### src/rtl/dws_pkg.sv
package dws_pkg;
   typedef enum logic [3:0] {
      CMD_MW  = 4'b0111,
      CMD_MWI = 4'b1111
   } bus_cmd_e;

   typedef enum logic [1:0] {
      ST_IDLE,
      ST_PREP,
      ST_SEND,
      ST_DONE
   } split_state_e;
endpackage

### src/rtl/dws_line_cfg.sv
module dws_line_cfg #(
   parameter int DEF_CHUNK_DW = 16,
   parameter int CNT_W        = 5
) (
   input  logic [7:0]       cfg_line_dw,
   output logic [CNT_W-1:0] line_dw,
   output logic             size_ok
);
   always_comb begin
      size_ok = (cfg_line_dw == 8'd8) || (cfg_line_dw == 8'd16);
      if (size_ok) line_dw = CNT_W'(cfg_line_dw);
      else         line_dw = CNT_W'(DEF_CHUNK_DW);
   end
endmodule

### src/rtl/dws_cmd_sel.sv
module dws_cmd_sel #(
   parameter int LW        = 16,
   parameter int FW        = 8,
   parameter int CNT_W     = 5,
   parameter bit ALLOW_MWI = 1'b1
) (
   input  logic [CNT_W-2:0] addr_dw_lo,
   input  logic [LW-1:0]    rem_bytes,
   input  logic [CNT_W-1:0] line_dw,
   input  logic             size_ok,
   input  logic [FW-1:0]    fifo_level,
   input  logic             mwi_en,
   output logic [CNT_W-1:0] cnt,
   output logic             is_mwi,
   output logic [3:0]       be,
   output logic             end_line
);
   logic [CNT_W-1:0] off_dw;
   logic [CNT_W-1:0] to_bnd;
   logic [LW-1:0]    rem_dw;
   logic [LW-1:0]    line_bytes;
   logic             last_chunk;

   always_comb begin
      off_dw     = {1'b0, addr_dw_lo} & (line_dw - 1'b1);
      to_bnd     = line_dw - off_dw;
      rem_dw     = {2'b00, rem_bytes[LW-1:2]} + LW'(|rem_bytes[1:0]);
      line_bytes = LW'({line_dw, 2'b00});
      last_chunk = rem_dw <= LW'(to_bnd);
      cnt        = last_chunk ? rem_dw[CNT_W-1:0] : to_bnd;
      end_line   = (cnt == to_bnd);
      be         = 4'b1111;
      if (last_chunk) begin
         case (rem_bytes[1:0])
            2'd1:    be = 4'b0001;
            2'd2:    be = 4'b0011;
            2'd3:    be = 4'b0111;
            default: be = 4'b1111;
         endcase
      end
   end

   generate
      if (ALLOW_MWI) begin : g_mwi
         assign is_mwi = size_ok && (off_dw == '0) && (rem_bytes >= line_bytes)
                         && (fifo_level >= FW'(line_dw)) && mwi_en;
      end else begin : g_mw_only
         assign is_mwi = 1'b0;
      end
   endgenerate
endmodule

### src/rtl/dma_wr_splitter.sv
module dma_wr_splitter #(
   parameter int AW           = 32,
   parameter int LW           = 16,
   parameter int FW           = 8,
   parameter int CMD_W        = 16,
   parameter int MWI_EN_BIT   = 4,
   parameter int DEF_CHUNK_DW = 16,
   parameter int CNT_W        = 5,
   parameter bit ALLOW_MWI    = 1'b1
) (
   input  logic             clk,
   input  logic             rst_n,
   input  logic             req_valid,
   output logic             req_ready,
   input  logic [AW-1:0]    req_addr,
   input  logic [LW-1:0]    req_len,
   input  logic [7:0]       cfg_line_dw,
   input  logic [CMD_W-1:0] cfg_cmd,
   input  logic [FW-1:0]    fifo_level,
   output logic             desc_valid,
   input  logic             desc_ready,
   output logic [3:0]       desc_cmd,
   output logic [AW-1:0]    desc_addr,
   output logic [CNT_W-1:0] desc_dwords,
   output logic [3:0]       desc_be,
   output logic             desc_line_end,
   output logic             done
);
   import dws_pkg::*;

   localparam int MAXL = (DEF_CHUNK_DW > 16) ? DEF_CHUNK_DW : 16;

   generate
      if (CNT_W < $clog2(MAXL + 1)) begin : g_bad_cnt
         $error("CNT_W too narrow for the largest burst");
      end
      if ((DEF_CHUNK_DW < 1) || ((DEF_CHUNK_DW & (DEF_CHUNK_DW - 1)) != 0)) begin : g_bad_chunk
         $error("DEF_CHUNK_DW must be a power of two");
      end
      if ((LW < CNT_W + 3) || (AW <= CNT_W) || (FW < CNT_W)) begin : g_bad_width
         $error("address, length or level width too small");
      end
      if (MWI_EN_BIT >= CMD_W) begin : g_bad_bit
         $error("MWI_EN_BIT outside cfg_cmd");
      end
   endgenerate

   split_state_e     state;
   bus_cmd_e         cmd_r;
   logic [AW-1:0]    cur_addr;
   logic [LW-1:0]    rem_bytes;
   logic [CNT_W-1:0] line_dw;
   logic             size_ok;
   logic [CNT_W-1:0] nxt_cnt;
   logic             nxt_mwi;
   logic [3:0]       nxt_be;
   logic             nxt_end;
   logic [LW-1:0]    sent_bytes;
   logic             unused_cmd;

   assign unused_cmd = ^cfg_cmd;

   dws_line_cfg #(.DEF_CHUNK_DW(DEF_CHUNK_DW), .CNT_W(CNT_W)) u_line (
      .cfg_line_dw (cfg_line_dw),
      .line_dw     (line_dw),
      .size_ok     (size_ok)
   );

   dws_cmd_sel #(.LW(LW), .FW(FW), .CNT_W(CNT_W), .ALLOW_MWI(ALLOW_MWI)) u_sel (
      .addr_dw_lo (cur_addr[CNT_W:2]),
      .rem_bytes  (rem_bytes),
      .line_dw    (line_dw),
      .size_ok    (size_ok),
      .fifo_level (fifo_level),
      .mwi_en     (cfg_cmd[MWI_EN_BIT]),
      .cnt        (nxt_cnt),
      .is_mwi     (nxt_mwi),
      .be         (nxt_be),
      .end_line   (nxt_end)
   );

   assign sent_bytes = LW'({desc_dwords, 2'b00});

   always_ff @(posedge clk or negedge rst_n) begin
      if (!rst_n) begin
         state         <= ST_IDLE;
         cmd_r         <= CMD_MW;
         cur_addr      <= '0;
         rem_bytes     <= '0;
         desc_addr     <= '0;
         desc_dwords   <= '0;
         desc_be       <= '0;
         desc_line_end <= 1'b0;
      end else begin
         case (state)
            ST_IDLE: if (req_valid) begin
               cur_addr  <= req_addr;
               rem_bytes <= req_len;
               state     <= (req_len == '0) ? ST_DONE : ST_PREP;
            end
            ST_PREP: begin
               cmd_r         <= nxt_mwi ? CMD_MWI : CMD_MW;
               desc_addr     <= cur_addr;
               desc_dwords   <= nxt_cnt;
               desc_be       <= nxt_mwi ? 4'b1111 : nxt_be;
               desc_line_end <= nxt_end;
               state         <= ST_SEND;
            end
            ST_SEND: if (desc_ready) begin
               cur_addr <= cur_addr + AW'({desc_dwords, 2'b00});
               if (sent_bytes >= rem_bytes) begin
                  rem_bytes <= '0;
                  state     <= ST_DONE;
               end else begin
                  rem_bytes <= rem_bytes - sent_bytes;
                  state     <= ST_PREP;
               end
            end
            default: state <= ST_IDLE;
         endcase
      end
   end

   assign req_ready  = (state == ST_IDLE);
   assign desc_valid = (state == ST_SEND);
   assign done       = (state == ST_DONE);
   assign desc_cmd   = cmd_r;
endmodule

### config.mk
export PLATFORM = sky130hd
export DESIGN_NAME = dma_wr_splitter
export DESIGN_NICKNAME = d
export VERILOG_FILES = /design/src/rtl/dws_pkg.sv /design/src/rtl/dws_line_cfg.sv /design/src/rtl/dws_cmd_sel.sv /design/src/rtl/dma_wr_splitter.sv
export SDC_FILE = /design/constraint.sdc
export NUM_CORES = 1
export LEC_CHECK = 0
export BUFFER_PORTS_ARGS = -buffer_cell sky130_fd_sc_hd__buf_2
export CAP_MARGIN = 20
export CORE_ASPECT_RATIO = 0.8
export CORE_MARGIN = 4
export CORE_UTILIZATION = 60
export CTS_CLUSTER_DIAMETER = 150
export DETAILED_ROUTE_END_ITERATION = 12
export GPL_ROUTABILITY_DRIVEN = 1
export GPL_TIMING_DRIVEN = 0
export PLACE_DENSITY_LB_ADDON = 0.1
export SETUP_SLACK_MARGIN = 0.15
export SLEW_MARGIN = 20
export SYNTH_ARGS = -nofsm -noshare
export SYNTH_HDL_FRONTEND = slang
export SYNTH_HIERARCHICAL = 1
export SYNTH_SLANG_ARGS = --single-unit
### constraint.sdc
create_clock -name clk -period 6.7 [get_ports clk]
set_clock_uncertainty 0.2 [all_clocks]
set_input_delay 1.34 -clock clk [delete_from_list [all_inputs] [get_ports clk]]
set_output_delay 1.34 -clock clk [all_outputs]
set_load 0.005 [all_outputs]
# Yosys cells after proc, flatten, opt, wreduce, memory -nomap -nowiden
# Index checks and enable logic that the tools add are counted.
[op_classes]
addsub = 5
magnitude_cmp = 4
eq_ne = 11
n_mux = 18
n_bitwise = 1
reduce_logical = 12
[ops]
columns = ["operator", "count"]
rows = [
  ["$mux 32", 2],
  ["$pmux 32 s2", 1],
  ["$mux 16", 3],
  ["$add 32x7->32", 1],
  ["$pmux 16 s2", 1],
  ["$ge 16x7->1", 1],
  ["$ge 7x16->1", 1],
  ["$le 16x5->1", 1],
  ["$logic_not 16->1", 1],
  ["$sub 16x7->16", 1],
  ["$add 14x1->15", 1],
  ["$mux 4", 3],
  ["$pmux 4 s3", 1],
  ["$mux 5", 2],
  ["$eq 2x2->1 const B", 4],
  ["$eq 8x4->1 const B", 1],
  ["$eq 8x5->1 const B", 1],
  ["$ge 8x5->1", 1],
  ["$mux 2", 4],
  ["$pmux 2 s3", 1],
  ["$and 4x5->5", 1],
  ["$eq 5x5->1", 1],
  ["$logic_not 5->1", 1],
  ["$sub 5x1->5 const B", 1],
  ["11 further kinds", 15],
]
[word_totals]
regBits = 96
in_bits = 84
output_inout_bits = 49
wordCells = 59

# Longest topological paths before layout
# Gate-level depths: netlist of run 1.
[logic_depth]
depth_word = 11
mapped_depth = 16
ltp_nobuf = 16

# By module
# The synthesis of run 1 kept the hierarchy.
[modules_own_cells]
columns = ["module", "instances", "cells_per_inst", "area_each_um2", "seq_area_each_um2"]
rows = [
  ["dma_wr_splitter", 1, 514, 4997.3, 2327.2],
  ["dws_cmd_sel", 1, 138, 1037.2, 0.0],
  ["dws_line_cfg", 1, 10, 72.6, 0.0],
]

# Least setup slack after synthesis of run 1
# No wires, ideal clock.
[synth_timing]
path_kind = "input port to flip-flop"
from = "in cfg_line_dw[1]"
to = "reg desc_dwords[0]"
setup_time_ns = 0.125
arrival_ns = 4.196
setup_slack_ns = 2.180
path_stages = 11
n_path_buf = 0
cell_sequence = "or4_4 > nor4_1 > a21oi_1 > xnor2_2 > ha_1 > nand3_1 > o221ai_1 > o221ai_1 > nand4_4 > mux2_4 > mux2_2"
[synth_via]
elab_chain_cells = 8
[synth_lines]
columns = ["item", "line", "source"]
rows = [
  ["start: declaration", "dma_wr_splitter.sv:17", "input logic [7:0] cfg_line_dw,"],
  ["$eq 8x4->1 / $eq 8x5->1 (equally long branches)", "dws_line_cfg.sv:10", "size_ok = (cfg_line_dw == 8'd8) || (cfg_line_dw == 8'd16);"],
  ["$logic_or 1x1->1 *", "dws_line_cfg.sv:10", ""],
  ["$mux 5 *", "dws_line_cfg.sv:11", "if (size_ok) line_dw = CNT_W'(cfg_line_dw);"],
  ["named net line_dw[3]", "dma_wr_splitter.sv:52", "logic [CNT_W-1:0] line_dw;"],
  ["$sub 5x1->5", "dws_cmd_sel.sv:25", "off_dw = {1'b0, addr_dw_lo} & (line_dw - 1'b1);"],
  ["$and 4x5->5", "dws_cmd_sel.sv:25", ""],
  ["$sub 5x5->5 *", "dws_cmd_sel.sv:26", "to_bnd = line_dw - off_dw;"],
  ["$le 16x5->1 *", "dws_cmd_sel.sv:29", "last_chunk = rem_dw <= LW'(to_bnd);"],
  ["$mux 5 *", "dws_cmd_sel.sv:30", "cnt = last_chunk ? rem_dw[CNT_W-1:0] : to_bnd;"],
  ["named net nxt_cnt[0]", "dma_wr_splitter.sv:54", "logic [CNT_W-1:0] nxt_cnt;"],
  ["end signal: assignment", "dma_wr_splitter.sv:104", "desc_dwords <= nxt_cnt;"],
  ["end: declaration", "dma_wr_splitter.sv:24", "output logic [CNT_W-1:0] desc_dwords,"],
]
# Mark *: on every way through the listed nets, which the timed path passes. The rest lies on a longest branch.
# A chain may end at the register's enable or synchronous reset.

# Worst setup path in the final report of run 1
[layout_timing]
from = "in cfg_line_dw[1]"
to = "reg desc_dwords[1]"
# The elaborated chain is that of the path after synthesis.

==> results of run 1 <==
cell families (layout without fill, tap and decap cells):
| logic type | Yosys count | in the layout | share of synthesized area, % |
|---|---|---|---|
| AND/OR/NAND/NOR | 221 | 221 | 18.91 |
| buffers and inverters | 75 | 206 | 5.204 |
| other | 3 | 7 | 0.1844 |
| XOR/XNOR | 18 | 18 | 2.704 |
| flip-flops | 93 | 93 | 38.11 |
| adder cells (fa/ha/maj) | 33 | 33 | 7.007 |
| multiplexers | 46 | 46 | 8.421 |
| AO/OA/AOI/OAI | 173 | 173 | 19.46 |
per-layer routing:
layer | vias to the layer above | part of all wire [%] | track usage, %
met3 | 48 | 11 | 8.859
li1 | 2668 | - | -
met4 | 0 | 2.0 | 7.753
met2 | 365 | 45 | 49.29
met5 | - | 0 | 0
met1 | 2805 | 42 | 46.19
path summary, 6_finish.rpt:
kind / start / end / slack, ns / cells after the start
max in group asynchronous: rst_n / desc_dwords[3]$_DFFE_PN0P_ / 5.07 / 2
min in group asynchronous: rst_n / cur_addr[1]$_DFFE_PN0P_ / 0.62 / 1
max reg2reg: rem_bytes[0]$_DFFE_PN0P_ / desc_dwords[1]$_DFFE_PN0P_ / 2.96 / 14
max: cfg_line_dw[1] / desc_dwords[1]$_DFFE_PN0P_ / 1.90 / 12
min reg2reg: cur_addr[0]$_DFFE_PN0P_ / cur_addr[0]$_DFFE_PN0P_ / 0.28 / 2
min: cur_addr[0]$_DFFE_PN0P_ / cur_addr[0]$_DFFE_PN0P_ / 0.28 / 2
state kept, by name, summed over array words and instances (netlist names):
name / cells
desc_dwords: 5
desc_addr: 32
desc_line_end: 1
rem_bytes: 16
state: 2
cur_addr: 32
desc_be: 4
desc_cmd: 1
through the flow:
stage	total power [W]	util, %	setup slack (ns)	cells	hold slack [ns]
final	0.003802	73.66	1.901	933	0.2826
after CTS	0.003737	73.66	1.944	933	0.2849
after global routing	0.004053	73.66	1.668	933	0.3169
after global placement	0.003090	70.25	1.680	916	0.2546
after floorplan	0.002515	-	2.180	666	0.2417
after detailed placement	0.003196	70.59	1.578	917	0.2702
worst max-delay path: stages:
cell and delay, ns:
buf_2 0.10, or4_4 0.53, nor4_1 0.63, a21oi_1 0.24, xnor2_2 0.36, ha_1 0.31, nand3_1 0.12, o221ai_1 0.14
o221ai_1 0.16, nand4_4 0.29, mux2_4 0.36, mux2_2 0.26
Yosys cell counts, types with 9 or more instances:
| master | n |
|---|---|
| mux2_2 | 35 |
| a31oi_1 | 12 |
| o21ai_0 | 36 |
| nor3_1 | 18 |
| a21oi_1 | 36 |
| nand2b_1 | 9 |
| inv_1 | 39 |
| nor4_1 | 10 |
| ha_1 | 31 |
| nand3_1 | 27 |
| nand2_1 | 53 |
| nor2_1 | 50 |
| clkbuf_1 | 21 |
| xnor2_1 | 10 |
| mux2i_1 | 9 |
| dfrtp_1 | 93 |
power by group through the flow:
stage	clock network [W]	registers, W	logic, W
5_1_grt	0.000557	0.00122	0.00228
6_report	0.000526	0.00118	0.00210
3_5_place_dp	0	0.00118	0.00202
3_3_place_gp	0	0.00115	0.00194
2_1_floorplan	0	0.00109	0.00143
4_1_cts	0.000527	0.00117	0.00204
cell type report:
| type | instances | area (um2) | area share [%] |
|---|---|---|---|
| buffer | 35 | 167.7 | 2.330 |
| clock buffer | 10 | 229.0 | 3.182 |
| clock inverter | 6 | 70.07 | 0.9737 |
| inverter | 40 | 150.1 | 2.087 |
| multi-input combinational | 498 | 3477 | 48.32 |
| sequential | 93 | 2327 | 32.34 |
| tap | 136 | 170.2 | 2.365 |
| timing repair buffer | 115 | 604.3 | 8.399 |
==> flow_metrics.env, run 1 <==
export IMPL_cts_tree="built"
export IMPL_layout_drive_gt1_share_pct=25.22
export IMPL_vias_per_cell=6.309
export IMPL_worstMarginPinSlew_ns=0.8599
export IMPL_fillers=791
export IMPL_hold_viol=0
export IMPL_maxCapViolations=0
export IMPL_gp_congestion=0.9343
export IMPL_cp_max_fo=9
export IMPL_post_drt_wl_per_cell_um=20.39
export IMPL_dieHeight_um=98.24
export IMPL_drcViolationCount=0
export IMPL_hpwlAfterDp_um=13950
export IMPL_swShare_pct=47.26
export IMPL_grt_max_degree=76
export IMPL_grt_use_total_pct=32.35
export IMPL_drv_slew=0
export IMPL_power_density_mw_per_mm2=528.4
export IMPL_hold_path_class="register to register"
export IMPL_worst_setup_path_end_kind="register"
export IMPL_synthTopCellsByArea="dfrtp_1 (38%), mux2_2 (6.5%), ha_1 (6.4%)"
export IMPL_hold_buffers=0
export IMPL_clk_latency_ns=0.35
export IMPL_p_int_w=0.002005
export IMPL_h_tree_depth=3
export IMPL_antenna_found_initial=0
export IMPL_stdcell_area_mm2=0.007196
export IMPL_clk_pin_slew_ns=0.06
export IMPL_drt_iter0_markers=655
export IMPL_vdd_drop_max_uv=316.1
export IMPL_synthDistinctLibCells=78
export IMPL_crit_required_ns=6.73
export IMPL_sequentialPowerShare_pct=31.0
export IMPL_coreArea_mm2=0.009769
export IMPL_post_cts_resized=0
export IMPL_num_nets_final=909
export IMPL_fin_crit_sh_pct=71.63
export IMPL_syn_inst=662
export IMPL_synth_yosys_seq_area_share_pct=38.11
export IMPL_clock_power_share_pct=13.8
export IMPL_placed_area_mm2=0.006897
export IMPL_port_buffers=114
export IMPL_grt_overflow_total=0
export IMPL_ys_flop_type="dfrtp_1"
export IMPL_dr_pass1_iters=5
export IMPL_syn_area_per_cell_um2=9.225
export IMPL_clockBufferDepth=2
export IMPL_period_needed_ns=4.799
export IMPL_start_kind="primary input"
export IMPL_async_flop_share_pct=100.0
export IMPL_outcome="complete, no violations"
export IMPL_rsz0062_at_grt="no"
export IMPL_die_area_mm2=0.01187
export IMPL_yosys_area_top_type_share_pct=38.11
export IMPL_slew_limit_headroom_pct=42.67
export IMPL_grt_pass1_wl_um=30170
export IMPL_grt_pass1_vias=5717
export IMPL_die_x_um=120.8
export IMPL_critical_path_class="primary input to register"
export IMPL_wl_um=19020
export IMPL_timing_setup_tns_ns=0
export IMPL_root_buffer="clkbuf_16"
export IMPL_netlist_area_mm2=0.006107
export IMPL_postCtsSetupBuffers=0
export IMPL_numCtsBuffers=9
export IMPL_final_common_cell="buf_2"
export IMPL_ys_ff_latch=93
export IMPL_synth_edf_count=0
export IMPL_finalSetupViolCount=0
export IMPL_antenna_cells=0
export IMPL_yosysTopAreaCell="dfrtp_1"
export IMPL_io_pin_count=133
export IMPL_yosysWarningCount=6
export IMPL_leakage_nw=3.216
export IMPL_critPathArrivalTime_ns=4.83
export IMPL_ant_nets=0
export IMPL_mostFrequentLayoutCells="buf_2 (115), dfrtp_1 (93), nand2_1 (53)"
export IMPL_start_util_pct=62.51
export IMPL_vias=5886
export IMPL_fp_row_count=32
export IMPL_fmax_mhz=208.4
export IMPL_syn_to_final_growth_pct=17.82
export IMPL_p_comb_share_pct=55.2
export IMPL_p_switching_w=0.001797
export IMPL_cts_sinks=93
Power figures use the tool's default switching activity.
==> inputs of run 2 (changes only) <==
Settings changed: CORE_UTILIZATION 60 to 55.
Clock period 6.7 ns to 4.6 ns, I/O delays scaled along.
==> flow_metrics.env, run 2 (synthesis results as in run 1) <==
export IMPL_outcome="complete, no violations"
export IMPL_die_area_mm2=0.01286
export IMPL_crit_top_cell="o221ai_1"
export IMPL_crit_path_cell_trace="buf_2 > or4_4 > nor4_2 > a21oi_1 > xnor2_2 > ha_1 > nand3_1 > o221ai_1 > o221ai_1 > nand4_4 > mux2_4 > mux2_2"
export IMPL_start_kind="primary input"
export IMPL_top_regs="cur_addr: 32 flops, desc_addr: 32 flops, rem_bytes: 16 flops"
export IMPL_leakage_nw=3.190
export IMPL_period_needed_ns=4.058
export IMPL_fp_row_count=34
export IMPL_grt_pass1_wl_um=29350
export IMPL_dr_pass1_iters=7
export IMPL_clk_latency_ns=0.35
export IMPL_final_common_cell="buf_2"
export IMPL_vias=5773
export IMPL_cts_sinks=93
export IMPL_fmax_mhz=246.4
export IMPL_fillers=920
export IMPL_crit_slowest_cell="or4_4"
export IMPL_antenna_cells=0
export IMPL_grt_max_degree=75
export IMPL_hold_viol=0
export IMPL_finalPower_w=0.005404
export IMPL_io_pin_count=133
export IMPL_layout_drive_gt1_share_pct=25.25
export IMPL_drcViolationCount=0
export IMPL_start_util_pct=56.30
export IMPL_drt_iter0_markers=598
export IMPL_clk_pin_slew_ns=0.06
export IMPL_critical_path_class="primary input to register"
export IMPL_timing_setup_tns_ns=0
export IMPL_port_buffers=114
export IMPL_root_buffer="clkbuf_16"
export IMPL_fin_crit_sh_pct=88.22
export IMPL_finalSetupViolCount=0
export IMPL_vdd_drop_max_uv=382.5
export IMPL_grt_pass1_vias=5573
export IMPL_clockBufferDepth=2
export IMPL_hpwlAfterDp_um=13800
export IMPL_ant_nets=0
export IMPL_gp_congestion=0.9492
export IMPL_drv_slew=0
export IMPL_hold_buffers=0
export IMPL_utilization_pct=66.17
export IMPL_cp_max_fo=9
export IMPL_mostFrequentLayoutCells="buf_2 (115), dfrtp_1 (93), nand2_1 (53)"
export IMPL_stdcell_area_mm2=0.007178
export IMPL_worst_setup_path_end_kind="register"
export IMPL_vias_per_cell=6.141
export IMPL_cpPeakStageDelay_ns=0.54
export IMPL_worstMarginPinSlew_ns=0.8497
export IMPL_num_nets_final=909
export IMPL_grt_use_total_pct=29.04
export IMPL_seq_area_mm2=0.002327
export IMPL_slew_limit_headroom_pct=43.01
export IMPL_cts_tree="built"
export IMPL_h_tree_depth=3
export IMPL_hold_path_class="primary input to async pin"
export IMPL_critPathArrivalTime_ns=4.09
export IMPL_antenna_found_initial=0
export IMPL_syn_to_final_growth_pct=17.54
export IMPL_numCtsBuffers=9
export IMPL_placed_area_mm2=0.006907
export IMPL_maxCapViolations=0
export IMPL_grt_overflow_total=0
export IMPL_die_x_um=125.8
export IMPL_power_density_mw_per_mm2=752.8
export IMPL_postCtsSetupBuffers=0
export IMPL_rsz0062_at_grt="no"
export IMPL_post_drt_wl_per_cell_um=19.72
export IMPL_wl_um=18540
export IMPL_dieHeight_um=102.3
export IMPL_crit_required_ns=4.63
export IMPL_multi_input_area_mm2=0.003483
export IMPL_coreArea_mm2=0.01085
run 2: layout make-up:
cell class | instances | area share, %
clock buffers | 10 | 3.190
inverters | 40 | 2.092
multi-input cells | 498 | 48.53
clock inverters | 5 | 0.5055
well taps | 144 | 2.510
repair buffers | 115 | 8.419
plain buffers | 35 | 2.336
flip-flops and latches | 93 | 32.42
run 2: critical path, delay by kind of cell:
family,cells,cell delay (ns)
fa+ha+maj,1,0.30
simple gates,4,1.36
compound gates,3,0.48
mux,2,0.61
xor+xnor,1,0.32
buf+inv,1,0.09
run 2: metal layers:
metal / global-route usage (%) / vias to the layer above / wire length (um)
met3: 7.576 / 40 / 1968
met4: 7.667 / 0 / 371
met5: 0 / - / 0
met1: 40.73 / 2722 / 8028
met2: 45.36 / 324 / 8172
li1: - / 2687 / -
run 2: per-stage QoR:
stage | hold WS (ns) | setup WS (ns) | instances
after floorplan | 0.2417 | 0.4997 | 666
final | 0.2099 | 0.5419 | 940
after detailed placement | 0.2704 | 0.01097 | 925
after global routing | 0.2143 | 0.3636 | 940
after global placement | 0.2574 | 0.03288 | 924
after CTS | 0.2054 | 0.3509 | 940
run 2: power by group:
group	total (W)	switching [W]	internal, W
Sequential	0.00171	0.000485	0.00123
Clock	0.000690	0.000325	0.000365
Combinational	0.00300	0.00174	0.00126
run 2: timing repair:
item / 4_1_cts / 5_1_grt
endpoints found under the hold margin: 0 / 0
resized for setup: 0 / 1
setup endpoints to repair: 0 / 4
run 2: final timing paths:
| path | startpoint | endpoint | slack, ns | cells after the start |
|---|---|---|---|---|
| max in group asynchronous | rst_n | rem_bytes[6]$_DFFE_PN0P_ | 3.38 | 2 |
| hold reg to reg | desc_be[0]$_DFFE_PN0P_ | desc_be[0]$_DFFE_PN0P_ | 0.28 | 2 |
| min in group clk | desc_be[0]$_DFFE_PN0P_ | desc_be[0]$_DFFE_PN0P_ | 0.28 | 2 |
| setup / recovery | cfg_line_dw[1] | desc_dwords[1]$_DFFE_PN0P_ | 0.54 | 12 |
| setup reg to reg | rem_bytes[0]$_DFFE_PN0P_ | desc_dwords[1]$_DFFE_PN0P_ | 0.96 | 14 |
| hold / removal | rst_n | desc_addr[27]$_DFFE_PN0P_ | 0.21 | 1 |
